<file path="src/rtl/sem_pkg.sv">
package sem_pkg;
  typedef enum logic [1:0] {
    SEM_FREE = 2'b00,
    SEM_HOST = 2'b01,
    SEM_COP  = 2'b10
  } sem_own_e;
endpackage

</file>
<file path="src/rtl/sem_host_dec.sv">
module sem_host_dec #(
  parameter int NUM_SEM = 8,
  localparam int HOST_W = 2 * NUM_SEM
) (
  input  logic              we_i,
  input  logic [HOST_W-1:0] wdata_i,
  output logic [NUM_SEM-1:0] lock_o,
  output logic [NUM_SEM-1:0] rel_o
);
  logic [NUM_SEM-1:0] mask, val;

  assign mask = wdata_i[HOST_W-1:NUM_SEM];
  assign val  = wdata_i[NUM_SEM-1:0];

  always_comb begin
    lock_o = '0;
    rel_o  = '0;
    if (we_i) begin
      lock_o = mask & val;
      rel_o  = mask & ~val;
    end
  end
endmodule

</file>
<file path="src/rtl/sem_cell.sv">
module sem_cell
  import sem_pkg::*;
(
  input  logic clk_i,
  input  logic rst_ni,
  input  logic host_lock_i,
  input  logic host_rel_i,
  input  logic cop_set_i,
  input  logic cop_clr_i,
  output logic host_own_o,
  output logic cop_own_o
);
  sem_own_e state_q, state_d;

  always_comb begin
    state_d = state_q;
    unique case (state_q)
      SEM_FREE: begin
        if (cop_set_i)        state_d = SEM_COP;  // coprocessor wins collisions
        else if (host_lock_i) state_d = SEM_HOST;
      end
      SEM_HOST: if (host_rel_i) state_d = SEM_FREE;
      SEM_COP:  if (cop_clr_i)  state_d = SEM_FREE;
      default:  state_d = SEM_FREE;
    endcase
  end

  always_ff @(posedge clk_i or negedge rst_ni) begin
    if (!rst_ni) state_q <= SEM_FREE;
    else         state_q <= state_d;
  end

  assign host_own_o = (state_q == SEM_HOST);
  assign cop_own_o  = (state_q == SEM_COP);

  assert_legal_state_R10: assert property (@(posedge clk_i) disable iff (!rst_ni)
    state_q != 2'b11);

  assert_idle_hold_R3: assert property (@(posedge clk_i) disable iff (!rst_ni)
    (!host_lock_i && !host_rel_i && !cop_set_i && !cop_clr_i) |=> $stable(state_q));

  assert_cop_wins_R9: assert property (@(posedge clk_i) disable iff (!rst_ni)
    (state_q == SEM_FREE && cop_set_i && host_lock_i) |=> cop_own_o);

  assert_host_lock_R4: assert property (@(posedge clk_i) disable iff (!rst_ni)
    (state_q == SEM_FREE && host_lock_i && !cop_set_i) |=> host_own_o);

  assert_cop_keeps_R6: assert property (@(posedge clk_i) disable iff (!rst_ni)
    (state_q == SEM_COP && !cop_clr_i) |=> cop_own_o);

  assert_host_keeps_R7: assert property (@(posedge clk_i) disable iff (!rst_ni)
    (state_q == SEM_HOST && !host_rel_i) |=> host_own_o);

  assert_no_handover_R11: assert property (@(posedge clk_i) disable iff (!rst_ni)
    (state_q != SEM_FREE) |=> !($past(host_own_o) && cop_own_o) && !($past(cop_own_o) && host_own_o));
endmodule

</file>
<file path="src/rtl/sem_bank.sv">
module sem_bank #(
  parameter int NUM_SEM = 8,
  localparam int HOST_W = 2 * NUM_SEM
) (
  input  logic               clk_i,
  input  logic               rst_ni,
  input  logic               host_we_i,
  input  logic [HOST_W-1:0]  host_wdata_i,
  output logic [HOST_W-1:0]  host_rdata_o,
  input  logic [NUM_SEM-1:0] cop_set_i,
  input  logic [NUM_SEM-1:0] cop_clr_i,
  output logic [NUM_SEM-1:0] cop_held_o
);
  logic [NUM_SEM-1:0] host_lock, host_rel, host_held;

  sem_host_dec #(.NUM_SEM(NUM_SEM)) u_dec (
    .we_i    (host_we_i),
    .wdata_i (host_wdata_i),
    .lock_o  (host_lock),
    .rel_o   (host_rel)
  );

  for (genvar i = 0; i < NUM_SEM; i++) begin : g_sem
    sem_cell u_cell (
      .clk_i       (clk_i),
      .rst_ni      (rst_ni),
      .host_lock_i (host_lock[i]),
      .host_rel_i  (host_rel[i]),
      .cop_set_i   (cop_set_i[i]),
      .cop_clr_i   (cop_clr_i[i]),
      .host_own_o  (host_held[i]),
      .cop_own_o   (cop_held_o[i])
    );
  end

  // mask field reads back as zero
  assign host_rdata_o = {{NUM_SEM{1'b0}}, host_held};

  assert_mask_reads_zero_R2: assert property (@(posedge clk_i) disable iff (!rst_ni)
    host_rdata_o[HOST_W-1:NUM_SEM] == '0);

  assert_views_exclusive_R10: assert property (@(posedge clk_i) disable iff (!rst_ni)
    (host_rdata_o[NUM_SEM-1:0] & cop_held_o) == '0);

  assert_masked_off_R3: assert property (@(posedge clk_i) disable iff (!rst_ni)
    (!host_we_i && cop_set_i == '0 && cop_clr_i == '0) |=>
      $stable(host_rdata_o) && $stable(cop_held_o));
endmodule

</file>
<file path="config.mk">
export PLATFORM = sky130hd
export DESIGN_NAME = sem_bank
export DESIGN_NICKNAME = d
export VERILOG_FILES = /design/src/rtl/sem_pkg.sv /design/src/rtl/sem_host_dec.sv /design/src/rtl/sem_cell.sv /design/src/rtl/sem_bank.sv
export SDC_FILE = /design/constraint.sdc
export NUM_CORES = 1
export LEC_CHECK = 0
export ABC_AREA = 1
export CAP_MARGIN = 5
export CORE_MARGIN = 2
export CORE_UTILIZATION = 30
export CTS_BUF_LIST = sky130_fd_sc_hd__clkbuf_16
export CTS_CLUSTER_SIZE = 12
export DETAILED_ROUTE_END_ITERATION = 7
export DONT_BUFFER_PORTS = 1
export PLACE_DENSITY_LB_ADDON = 0.15
export SETUP_SLACK_MARGIN = 0.2
export SLEW_MARGIN = 20
export SYNTH_ARGS = -nofsm -noshare
export SYNTH_HDL_FRONTEND = slang
export SYNTH_SLANG_ARGS = --single-unit
</file>
<file path="constraint.sdc">
create_clock -name clk_i -period 1.3 [get_ports clk_i]
set_clock_uncertainty 0.05 [all_clocks]
set_input_delay 0.26 -clock clk_i [delete_from_list [all_inputs] [get_ports clk_i]]
set_output_delay 0.26 -clock clk_i [all_outputs]
set_load 0.01 [all_outputs]
</file>
Yosys cells after proc, flatten, opt, wreduce, memory -nomap -nowiden --
Index checks and enable logic that the tools add are counted.
Storage, ports and cells: output and inout bits 24, bits in registers 16
Cells by class: equal/unequal tests 40, reduce and logical (&&, ||, !) cells 16, bitwise gates (word level) 3, muxes and demuxes 42
Operator list (number):
- 2-bit two-way mux | 32
- 2-bit one-hot mux with 3 select lines | 8
- 2-bit inequality test, second input constant | 16
- 3-bit inequality test, second input constant | 8
- 3-bit AND reduction | 8
- 8-bit bitwise AND | 2
- 2-bit by 1-bit == test with 1-bit output, second input constant | 8
- 2-bit == test, second input constant | 8
- 2-bit logical NOT | 8
- 8-bit two-way mux | 2
- 8-bit NOT | 1

Logic depth before layout (Yosys ltp) --
Gate-level depths: netlist of run 1.
depth after elaboration 5, mapped depth 6, depth with buffers taken out 6

Cells and area by module --
A second synthesis of run 1 with hierarchy kept.
Second synthesis, totals: cell total of the unflattened synthesis 154, area, all modules 1048.5 µm²
By module, submodules not included:
- sem_cell | times used 8, area each 105.1 µm², cells an instance 14, seq. area each 50.0 µm²
- sem_host_dec | times used 1, area each 143.9 µm², cells an instance 33, seq. area each 0.0 µm²
- sem_bank | times used 1, area each 63.8 µm², cells an instance 9, seq. area each 0.0 µm²

Worst setup path before layout of run 1 --
OpenSTA, ideal clock, no wires.
path kind reg-to-output, start register g_sem[6].u_cell.state_q[0], end output port host_rdata_o[6], setup slack 0.335 ns, stages on the path, launching flop included 4, arrival time 0.655 ns, buffers on the path 1, cells stage by stage dfrtp_1 -> inv_1 -> nor2_1 -> buf_4
Between the ends: longest elaborated chain between the ends 1
RTL lines:
- from (decl) | RTL line sem_cell.sv:13 | sem_own_e state_q, state_d;
- from (signal assigned) | RTL line sem_cell.sv:30 | else state_q <= state_d;
- 2-bit by 1-bit == test with 1-bit output | RTL line sem_cell.sv:33 | assign host_own_o = (state_q == SEM_HOST);
- to (decl) | RTL line sem_bank.sv:9 | output logic [HOST_W-1:0] host_rdata_o,
Every way passes these cells.

Worst setup path in the final report of run 1 --
start register g_sem[2].u_cell.state_q[1], end output port host_rdata_o[2]
Between the ends: longest elaborated chain between the ends 1
RTL lines (RTL line):
- from (decl) | sem_cell.sv:13
- from (signal assigned) | sem_cell.sv:30
- 2-bit by 1-bit == test with 1-bit output | sem_cell.sv:33
Every way passes these cells.

==> flow_metrics.tcl, run 1 <==
set metrics [dict create \
    status "completed" \
    cts-root-buf "clkbuf_16" \
    antenna_found_initial 0 \
    area_growth_pct 15.66 \
    dieArea_um2 4317 \
    vias 921 \
    synth_seq_cells 16 \
    grt_pass1_wl_mm 3.864 \
    synth_sequential_area_ratio_pct 35.05 \
    path_cells "buf_4 > nor2_4" \
    wirelength_mm 2.445 \
    synth_top_area_cell "dfrtp_1" \
    required_ns 0.99 \
    die_x_um 65.71 \
    nFillCells 388 \
    synth_most_common_cell "inv_1" \
    startpoint_type "register" \
    wire_per_inst_um 11.99 \
    synth_top_area_share_pct 35.05 \
    cts_tree "yes" \
    vias_per_cell 4.515 \
    worst_ep_arrival_time_ns 0.90 \
    setup_viol 0 \
    ys_warn_count 0 \
    synthDistinctLibCells 17 \
    drive_gt1_share_pct 34.62 \
    crit_slowest_cell "dfrtp_1" \
    clk_latency_ns 0.24 \
    synth_edf_count 0 \
    fin_tns_setup_ns 0 \
    io_buffer_count 0 \
    end_kind "output port" \
    worst-slew-pin-transition_ns 0.7667 \
    dr.pass1.iters 4 \
    numCtsBuffers 3 \
    syn_avg_cell_area_um2 6.923 \
    grt_use_total_pct 11.56 \
    regMostFlops "g_sem.u_cell.state_q" \
    finalCriticalPeriod_ns 1.210 \
    crit_buf_inv 1 \
    regArea_um2 405.4 \
    rsz0062_at_grt "true" \
    multi_input_area_um2 599.3 \
    h-tree-depth 1 \
    num_antenna_cells 0 \
    dp_hpwl_mm 1.829 \
    slew_headroom_pct 48.89 \
    finalNetCount 192 \
    core_area_um2 3661 \
    synthArstFlopShare_pct 100.0 \
    ant_nets 0 \
    largest_reg_flops 16 \
    grt_max_degree 17 \
    ys.flop_type "dfrtp_1" \
    power_density_nw_per_um2 1833 \
    drv_cap 0 \
    critPathTopFamily "flip-flops" \
    max_stage_delay_ns 0.38 \
    drtIter0Drc 28 \
    cts_buffer_depth 2 \
    overflow 0 \
    clk_pin_slew_worst_paths_ns 0.05 \
    grt_pass1_vias 919 \
    synthesis.area_um2 1142 \
    finalHoldWorstSlack_ns 0.08228 \
    die_h_um 65.71 \
    leakagePower_nw 0.6397 \
    finalPower_mw 2.422 \
    critPathKind "register to output port" \
    fin_crit_sh_pct 93.07 \
    top_regs "g_sem.u_cell.state_q: 16 flops" \
    synth_area_leaders "dfrtp_1 (35%), buf_4 (16%), inv_1 (11%)" \
    gp_congestion 0.6182 \
    synthTopCellsByCount "inv_1 (33), nor2_1 (26), nand2_1 (25)" \
    ir_drop_mv 0.4696 \
    clock_sink_count 16 \
    start_util_pct 31.20 \
    finalHoldViolations 0 \
    hold_class "input port to register" \
    syn_inst 165 \
    fmax_mhz 826.5 \
    rows 22 \
    ioPinCount 59 \
    crit_path_max_fanout 2 \
    drc 0 \
    final_max_slew_viol_count 0 \
]
## worst register-to-register path, stage by stage (launching register included)
cell and delay [ns]:
dfrtp_2 0.46, nor2_4 0.14, nand2_2 0.06, nor2_2 0.09
nor2_1 0.05, nand3_1 0.06, nand2_1 0.05
## stage by stage
| stage | std cells | cell area, um2 | utilization [%] | setup WS [ns] |
|---|---|---|---|---|
| floorplan | 172 | 1169 | - | 0.3351 |
| global placement | 195 | 1037 | 28.33 | 0.2508 |
| global route | 204 | 1321 | 36.09 | 0.05327 |
| finish | 204 | 1321 | 36.09 | 0.09008 |
| detailed placement | 195 | 1037 | 28.33 | 0.2197 |
| CTS | 201 | 1230 | 33.60 | 0.1038 |
## placed cells by master, fill, tap and decap left out
cell type	netlist	layout
nand3_2	1	3
buf_4	24	2
nand2_2	0	1
dfrtp_1	16	12
clkinv_1	0	1
nand2_1	25	24
nor2_2	0	5
nand3b_1	2	2
buf_6	1	2
o21ai_2	0	1
o21ai_1	2	3
dfrtp_2	0	4
a31o_2	4	4
o31ai_1	5	4
a21oi_2	0	1
o31ai_2	0	1
clkbuf_16	0	3
conb_1	1	8
nand3_1	10	8
nor3_1	4	4
dlymetal6s4s_1	0	1
nor2_1	26	6
nor2_4	0	15
a21oi_1	4	3
inv_2	1	12
o21ai_0	6	4
inv_1	33	22
## what timing repair did
action                                  in CTS  in global routing
pin swaps                                    1                  9
setup buffers                                1                  3
hold buffers                                 1                  0
cloned                                       0                  0
hold endpoints to repair                    16                  0
gates resized for setup                     33                 28
endpoints found under the setup margin      16                 36
## cells by family (layout without fill, tap and decap cells)
kind of cell | after synthesis | count (layout) | synth area share (%)
AOI/OAI and AO/OA | 21 | 21 | 11.61
buffers and inverters | 59 | 43 | 27.93
DFF | 16 | 16 | 35.05
other | 1 | 8 | 0.3283
and+or+nand+nor | 68 | 68 | 25.08
## layout make-up
type / count / area share (%)
flip-flops and latches: 16 / 30.68
clock inverters: 1 / 0.2841
inverters: 34 / 9.659
repair buffers: 5 / 3.788
clock buffers: 3 / 5.682
multi-input cells: 97 / 45.36
well taps: 48 / 4.545
## metal layers
layer / part of all wire, % / global-route usage, % / vias up / routed length, um
met5: 0 / 0 / - / 0
met4: 0.90 / 4.688 / 0 / 22
met3: 8.5 / 3.938 / 4 / 207
met2: 52 / 20.58 / 36 / 1281
met1: 38 / 12.39 / 421 / 934
li1: - / - / 460 / -
## worst paths after layout
path | cells after the start | to | startpoint | slack (ns)
worst max-delay path | 2 | host_rdata_o[2] | g_sem[2].u_cell.state_q[1]$_DFFE_PN0P_ | 0.09
worst min-delay path | 2 | g_sem[6].u_cell.state_q[1]$_DFFE_PN0P_ | cop_set_i[6] | 0.08
worst max register to register | 6 | g_sem[6].u_cell.state_q[0]$_DFFE_PN0P_ | g_sem[6].u_cell.state_q[1]$_DFFE_PN0P_ | 0.23
worst min register to register | 3 | g_sem[3].u_cell.state_q[1]$_DFFE_PN0P_ | g_sem[3].u_cell.state_q[1]$_DFFE_PN0P_ | 0.56
max in group asynchronous | 1 | g_sem[5].u_cell.state_q[0]$_DFFE_PN0P_ | rst_ni | 0.56
min in group asynchronous | 1 | g_sem[0].u_cell.state_q[0]$_DFFE_PN0P_ | rst_ni | 0.11
## where the power goes
part / leakage, nW / internal, mW / switching [mW]
registers: 0.199 / 0.657 / 0.228
clock network: 0.0385 / 0.408 / 0.190
logic: 0.402 / 0.377 / 0.562
total: 0.640 / 1.44 / 0.980
(Power assumes the default switching activity.)
==> run 2, diff against run 1 <==
--- a/config.mk
+++ b/config.mk
@@ -5,7 +5,7 @@
 export SDC_FILE = /design/constraint.sdc
 export NUM_CORES = 1
 export LEC_CHECK = 0
-export ABC_AREA = 1
+export ABC_AREA = 0
 export CAP_MARGIN = 5
 export CORE_MARGIN = 2
 export CORE_UTILIZATION = 30
==> run 2 against run 1 <==
- power fell by 18%
- area after synthesis fell by 9.7%
- core utilization rose by 1.1 points
- design area fell by 6.9%
==> flow_metrics.tcl, run 2 <==
set metrics [dict create \
    finalHoldWorstSlack_ns 0.05603 \
    critPathKind "register to output port" \
    worst_ep_arrival_time_ns 0.90 \
    die_x_um 62.62 \
    path_cells "nor2b_4" \
    crit_slowest_cell "dfrtp_1" \
    critPathTopFamily "flip-flops" \
    io_buffer_count 0 \
    finalCriticalPeriod_ns 1.208 \
    overflow 0 \
    synthTopCellsByCount "buf_4 (24), dfrtp_1 (16), nand2b_1 (12)" \
    synth_top_area_share_pct 38.83 \
    clock_sink_count 16 \
    grt_use_total_pct 11.08 \
    synth_seq_cells 16 \
    synth_sequential_area_ratio_pct 38.83 \
    fmax_mhz 828.1 \
    layout_common_cells "buf_4 (15), dfrtp_1 (14), nand2b_1 (12)" \
    ioPinCount 59 \
    cts_tree "yes" \
    dp_cells 140 \
    ant_nets 0 \
    grt_pass1_vias 737 \
    regMostFlops "g_sem.u_cell.state_q" \
    synthesis.area_um2 1031 \
    required_ns 0.99 \
    vias_per_cell 4.544 \
    h-tree-depth 1 \
    clk_latency_ns 0.24 \
    fin_cells 160 \
    slew_headroom_pct 51.34 \
    drv_cap 0 \
    placed_area_um2 923.4 \
    ir_drop_mv 0.4246 \
    final_common_cell "buf_4" \
    fin_crit_sh_pct 92.89 \
    worst-slew-pin-transition_ns 0.7299 \
    crit_buf_inv 0 \
    grt_max_degree 17 \
    crit_path_max_fanout 4 \
    rsz0062_at_grt "true" \
    antenna_found_initial 0 \
    finalPower_mw 1.991 \
    die_h_um 62.62 \
    synthDistinctLibCells 15 \
    ys_warn_count 0 \
    cts_buffer_depth 2 \
    gp_congestion 0.6131 \
    end_kind "output port" \
    dp_hpwl_mm 1.424 \
    syn_inst 112 \
    drtIter0Drc 5 \
    dieArea_um2 3921 \
    power_density_nw_per_um2 1619 \
    area_growth_pct 19.30 \
    cts-root-buf "clkbuf_16" \
    fin_tns_setup_ns 0 \
    num_antenna_cells 0 \
    dr.pass1.iters 3 \
    synth_top_area_cell "dfrtp_1" \
    finalNetCount 150 \
    leakagePower_nw 0.5783 \
    finalHoldViolations 0 \
    core_area_um2 3311 \
    largest_reg_flops 16 \
    top_regs "g_sem.u_cell.state_q: 16 flops" \
    drc 0 \
    synth_most_common_cell "buf_4" \
    start_util_pct 31.14 \
    grt_pass1_wl_mm 3.367 \
    vias 727 \
    wirelength_mm 2.068 \
    synthArstFlopShare_pct 100.0 \
    syn_avg_cell_area_um2 9.205 \
    ys.flop_type "dfrtp_1" \
    drive_gt1_share_pct 49.12 \
    setup_viol 0 \
    synth_edf_count 0 \
    synth_area_leaders "dfrtp_1 (39%), buf_4 (17%), nand2b_1 (7.3%)" \
    status "completed" \
    final_max_slew_viol_count 0 \
    rows 21 \
    final_cell_area_um2 1230 \
    numCtsBuffers 3 \
    startpoint_type "register" \
    hold_class "input port to register" \
    max_stage_delay_ns 0.44 \
    wire_per_inst_um 12.93 \
    clk_pin_slew_worst_paths_ns 0.05 \
]
[run 2: power breakdown]
group / total, mW / internal, mW / switching (mW)
clock network: 0.604 / 0.408 / 0.196
logic: 0.622 / 0.343 / 0.279
registers: 0.765 / 0.610 / 0.155
[run 2: cell families (layout without fill, tap and decap cells)]
| group | Yosys count | after routing | synth area share (%) |
|---|---|---|---|
| AO/OA/AOI/OAI | 16 | 16 | 13.11 |
| buffers and inverters | 33 | 28 | 21.48 |
| flip-flops | 16 | 16 | 38.83 |
| other | 1 | 8 | 0.3637 |
| AND/OR/NAND/NOR | 46 | 46 | 26.21 |
[run 2: through the flow]
step / util (%) / worst slack [ns]
2_1_floorplan: - / 0.3599
3_3_place_gp: 27.89 / 0.3456
3_5_place_dp: 27.89 / 0.3258
4_1_cts: 34.28 / 0.1260
5_1_grt: 37.15 / 0.06025
6_report: 37.15 / 0.09243
[run 2: layout make-up]
type / count / area [um2]
clock buffer: 3 / 75.07
clock inverter: 1 / 3.754
fill: 345 / 2081
inverter: 8 / 30.03
multi-input combinational: 70 / 535.5
sequential: 16 / 402.9
tap: 46 / 57.56
timing repair buffer: 16 / 125.1
[run 2: final timing paths]
check                                                       startpoint                                      to  slack [ns]  cells past startpoint
worst max-delay path            g_sem[5].u_cell.state_q[0]$_DFFE_PN0P_                         host_rdata_o[5]        0.09                      1
worst min-delay path                                      cop_clr_i[1]  g_sem[1].u_cell.state_q[1]$_DFFE_PN0P_        0.06                      1
worst max register to register  g_sem[2].u_cell.state_q[1]$_DFFE_PN0P_  g_sem[2].u_cell.state_q[1]$_DFFE_PN0P_        0.26                      3
worst min register to register  g_sem[6].u_cell.state_q[0]$_DFFE_PN0P_  g_sem[6].u_cell.state_q[1]$_DFFE_PN0P_        0.45                      1
max in group asynchronous                                       rst_ni  g_sem[4].u_cell.state_q[0]$_DFFE_PN0P_        0.60                      1
min in group asynchronous                                       rst_ni  g_sem[5].u_cell.state_q[0]$_DFFE_PN0P_        0.09                      1
[run 2: what timing repair did]
action                                 4_1_cts  5_1_grt
pin swaps                                    1        4
buffers inserted                             9        6
endpoints found under the hold margin       16        0
gates resized for setup                     22       17
setup endpoints to repair                   16       32
hold buffers                                 1        0
[run 2: per-layer routing]
layer | up-vias | routed length (um) | track usage [%]
met5 | - | 0 | 0
met4 | 0 | 12 | 4.167
met3 | 2 | 171 | 3.964
met2 | 31 | 1100 | 18.95
met1 | 351 | 783 | 12.63
li1 | 343 | - | -
==> run 3, diff against run 2 <==
--- a/config.mk
+++ b/config.mk
@@ -9,7 +9,6 @@
 export CAP_MARGIN = 5
 export CORE_MARGIN = 2
 export CORE_UTILIZATION = 30
-export CTS_BUF_LIST = sky130_fd_sc_hd__clkbuf_16
 export CTS_CLUSTER_SIZE = 12
 export DETAILED_ROUTE_END_ITERATION = 7
 export DONT_BUFFER_PORTS = 1
==> run 3 against run 2 <==
- worst hold slack worse by 0.038 ns
- register-to-register slack about the same
- global-route usage up 0.53 points
- maximum frequency down 1.8%
- cell count up 1.9%
- sequential share of layout area up 1.1 points
- non-clock buffer count up 3
- design area down 3.6%
- routed wire length up 1.4%
- clock power down 46%
- combinational power down 2%
- largest power group unchanged
- highest routed layer unchanged
==> flow_metrics.tcl, run 3 (same netlist as run 2, synthesis figures left out) <==
set metrics [dict create \
    status "completed" \
    worst-slew-pin-transition_ns 0.7216 \
    crit_slowest_cell "dfrtp_1" \
    reg2reg_depth 3 \
    pwr-share-seq_pct 44.2 \
    largest_reg_flops 16 \
    finalPower_mw 1.675 \
    start_util_pct 31.14 \
    grt_use_total_pct 11.61 \
    fin_crit_sh_pct 94.61 \
    p_clk_share_pct 19.4 \
    ioPinCount 59 \
    rows 21 \
    critPathTopFamily "flip-flops" \
    dieArea_um2 3921 \
    io_buffer_count 0 \
    hold_class "input port to register" \
    ant_nets 0 \
    wire_per_inst_um 12.87 \
    die_x_um 62.62 \
    drtIter0Drc 1 \
    clock_sink_count 16 \
    clk_pin_slew_worst_paths_ns 0.10 \
    dr.pass1.iters 3 \
    slew_headroom_pct 51.89 \
    drv_cap 0 \
    cts_tree "yes" \
    cp-startpoint "g_sem[7].u_cell.state_q[0]$_DFFE_PN0P_" \
    finalNetCount 153 \
    rrSetupSlack_ns 0.26 \
    vias 729 \
    fin_tns_setup_ns 0 \
    required_ns 0.99 \
    crit_end "host_rdata_o[7]" \
    ir_drop_mv 0.4135 \
    clk_latency_ns 0.28 \
    core_area_um2 3311 \
    rsz0062_at_grt "true" \
    finalHoldViolations 0 \
    cts-root-buf "clkbuf_4" \
    r2r-start "g_sem[2].u_cell.state_q[1]$_DFFE_PN0P_" \
    pwr-share-comb_pct 36.4 \
    power_density_nw_per_um2 1412 \
    grt_pass1_wl_mm 3.498 \
    critPathKind "register to output port" \
    switching_share_pct 33.75 \
    finalCriticalPeriod_ns 1.230 \
    num_antenna_cells 0 \
    grt_pass1_vias 769 \
    dp_hpwl_mm 1.424 \
    worst_ep_arrival_time_ns 0.92 \
    antenna_found_initial 0 \
    final_common_cell "buf_4" \
    h-tree-depth 1 \
    end_kind "output port" \
    crit_cells 1 \
    placed_area_um2 923.4 \
    die_h_um 62.62 \
    grt_max_degree 17 \
    regMostFlops "g_sem.u_cell.state_q" \
    crit_buf_inv 0 \
    vias_per_cell 4.472 \
    worst_r2r_endpoint "g_sem[2].u_cell.state_q[1]$_DFFE_PN0P_" \
    final_max_slew_viol_count 0 \
    drc 0 \
    cts_buffer_depth 2 \
    layout_common_cells "buf_4 (17), dfrtp_1 (15), nand2b_1 (12)" \
    area_growth_pct 15.05 \
    path_cells "nor2b_4" \
    setup_viol 0 \
    startpoint_type "register" \
    crit_path_max_fanout 3 \
    leakagePower_nw 0.5760 \
    numCtsBuffers 3 \
    p_switching_mw 0.5652 \
    gp_congestion 0.6131 \
    top_regs "g_sem.u_cell.state_q: 16 flops" \
    final_cell_area_um2 1186 \
    drive_gt1_share_pct 47.01 \
    overflow 0 \
    max_stage_delay_ns 0.43 \
    wirelength_mm 2.097 \
    intPower_mw 1.110 \
    fmax_mhz 813.1 \
]
[run 3: cell types whose count changed in the layout (fill, tap and decap cells not counted)]
cell           change
clkbuf_16          -3
clkbuf_4           +3
inv_1              +3
inv_2              -3
nor2_2             +3
nor2_4             -3
buf_4              +2
nor2b_2            +2
nor2b_4            -2
clkbuf_8           +1
clkinv_1           -1
dfrtp_1            +1
dfrtp_2            -1
dlygate4sd3_1      +1
[run 3: worst min-delay path by stage]
| stage | startpoint | to | slack, ns | cells past startpoint |
|---|---|---|---|---|
| after floorplan | rst_ni | g_sem[0].u_cell.state_q[0]$_DFFE_PN0P_ | -0.09 | 0 |
| after global placement | rst_ni | g_sem[5].u_cell.state_q[0]$_DFFE_PN0P_ | -0.09 | 0 |
| after detailed placement | rst_ni | g_sem[5].u_cell.state_q[0]$_DFFE_PN0P_ | -0.09 | 0 |
| after CTS | cop_clr_i[2] | g_sem[2].u_cell.state_q[1]$_DFFE_PN0P_ | 0.003 | 1 |
| after global routing | cop_clr_i[2] | g_sem[2].u_cell.state_q[1]$_DFFE_PN0P_ | 0.002 | 1 |
| final | cop_clr_i[2] | g_sem[2].u_cell.state_q[1]$_DFFE_PN0P_ | 0.02 | 1 |
[run 3: power by group through the flow]
stage	clock network, mW	logic, mW	registers [mW]
after floorplan	0	0.474	0.694
after global placement	0	0.335	0.710
after detailed placement	0	0.341	0.718
after CTS	0.348	0.552	0.726
after global routing	0.370	0.675	0.758
final	0.325	0.609	0.740
[run 3: final cells by class]
type | count | area (um2)
inverter | 8 | 30.03
sequential | 16 | 401.6
fill | 359 | 2125
multi-input combinational | 70 | 510.5
clock buffer | 4 | 36.28
timing repair buffer | 19 | 150.1
tap | 46 | 57.56
[run 3: through the flow]
step                hold WS [ns]  setup slack, ns  utilization (%)  instances
finish                   0.01753          0.07007            35.83        163
CTS                     0.003321          0.05844            34.13        158
global route            0.001715          0.01595            35.83        163
floorplan               -0.08559           0.3599                -        119
detailed placement      -0.08511           0.3258            27.89        140
global placement        -0.08510           0.3456            27.89        140
[run 3: timing repair]
| item | in CTS | in global routing |
|---|---|---|
| hold endpoints to repair | 17 | 0 |
| setup buffers | 12 | 5 |
| resized for setup | 24 | 6 |
| pin swaps | 2 | 2 |
| hold buffers | 2 | 0 |
| gates cloned | 0 | 0 |
| setup endpoints to repair | 16 | 32 |
[run 3: layer usage]
metal,global-route usage (%),vias to the layer above,routed length (um)
met5,0,-,0
met4,5.000,0,18
met3,3.243,2,162
met2,21.24,31,1167
met1,12.40,349,749
li1,-,347,-
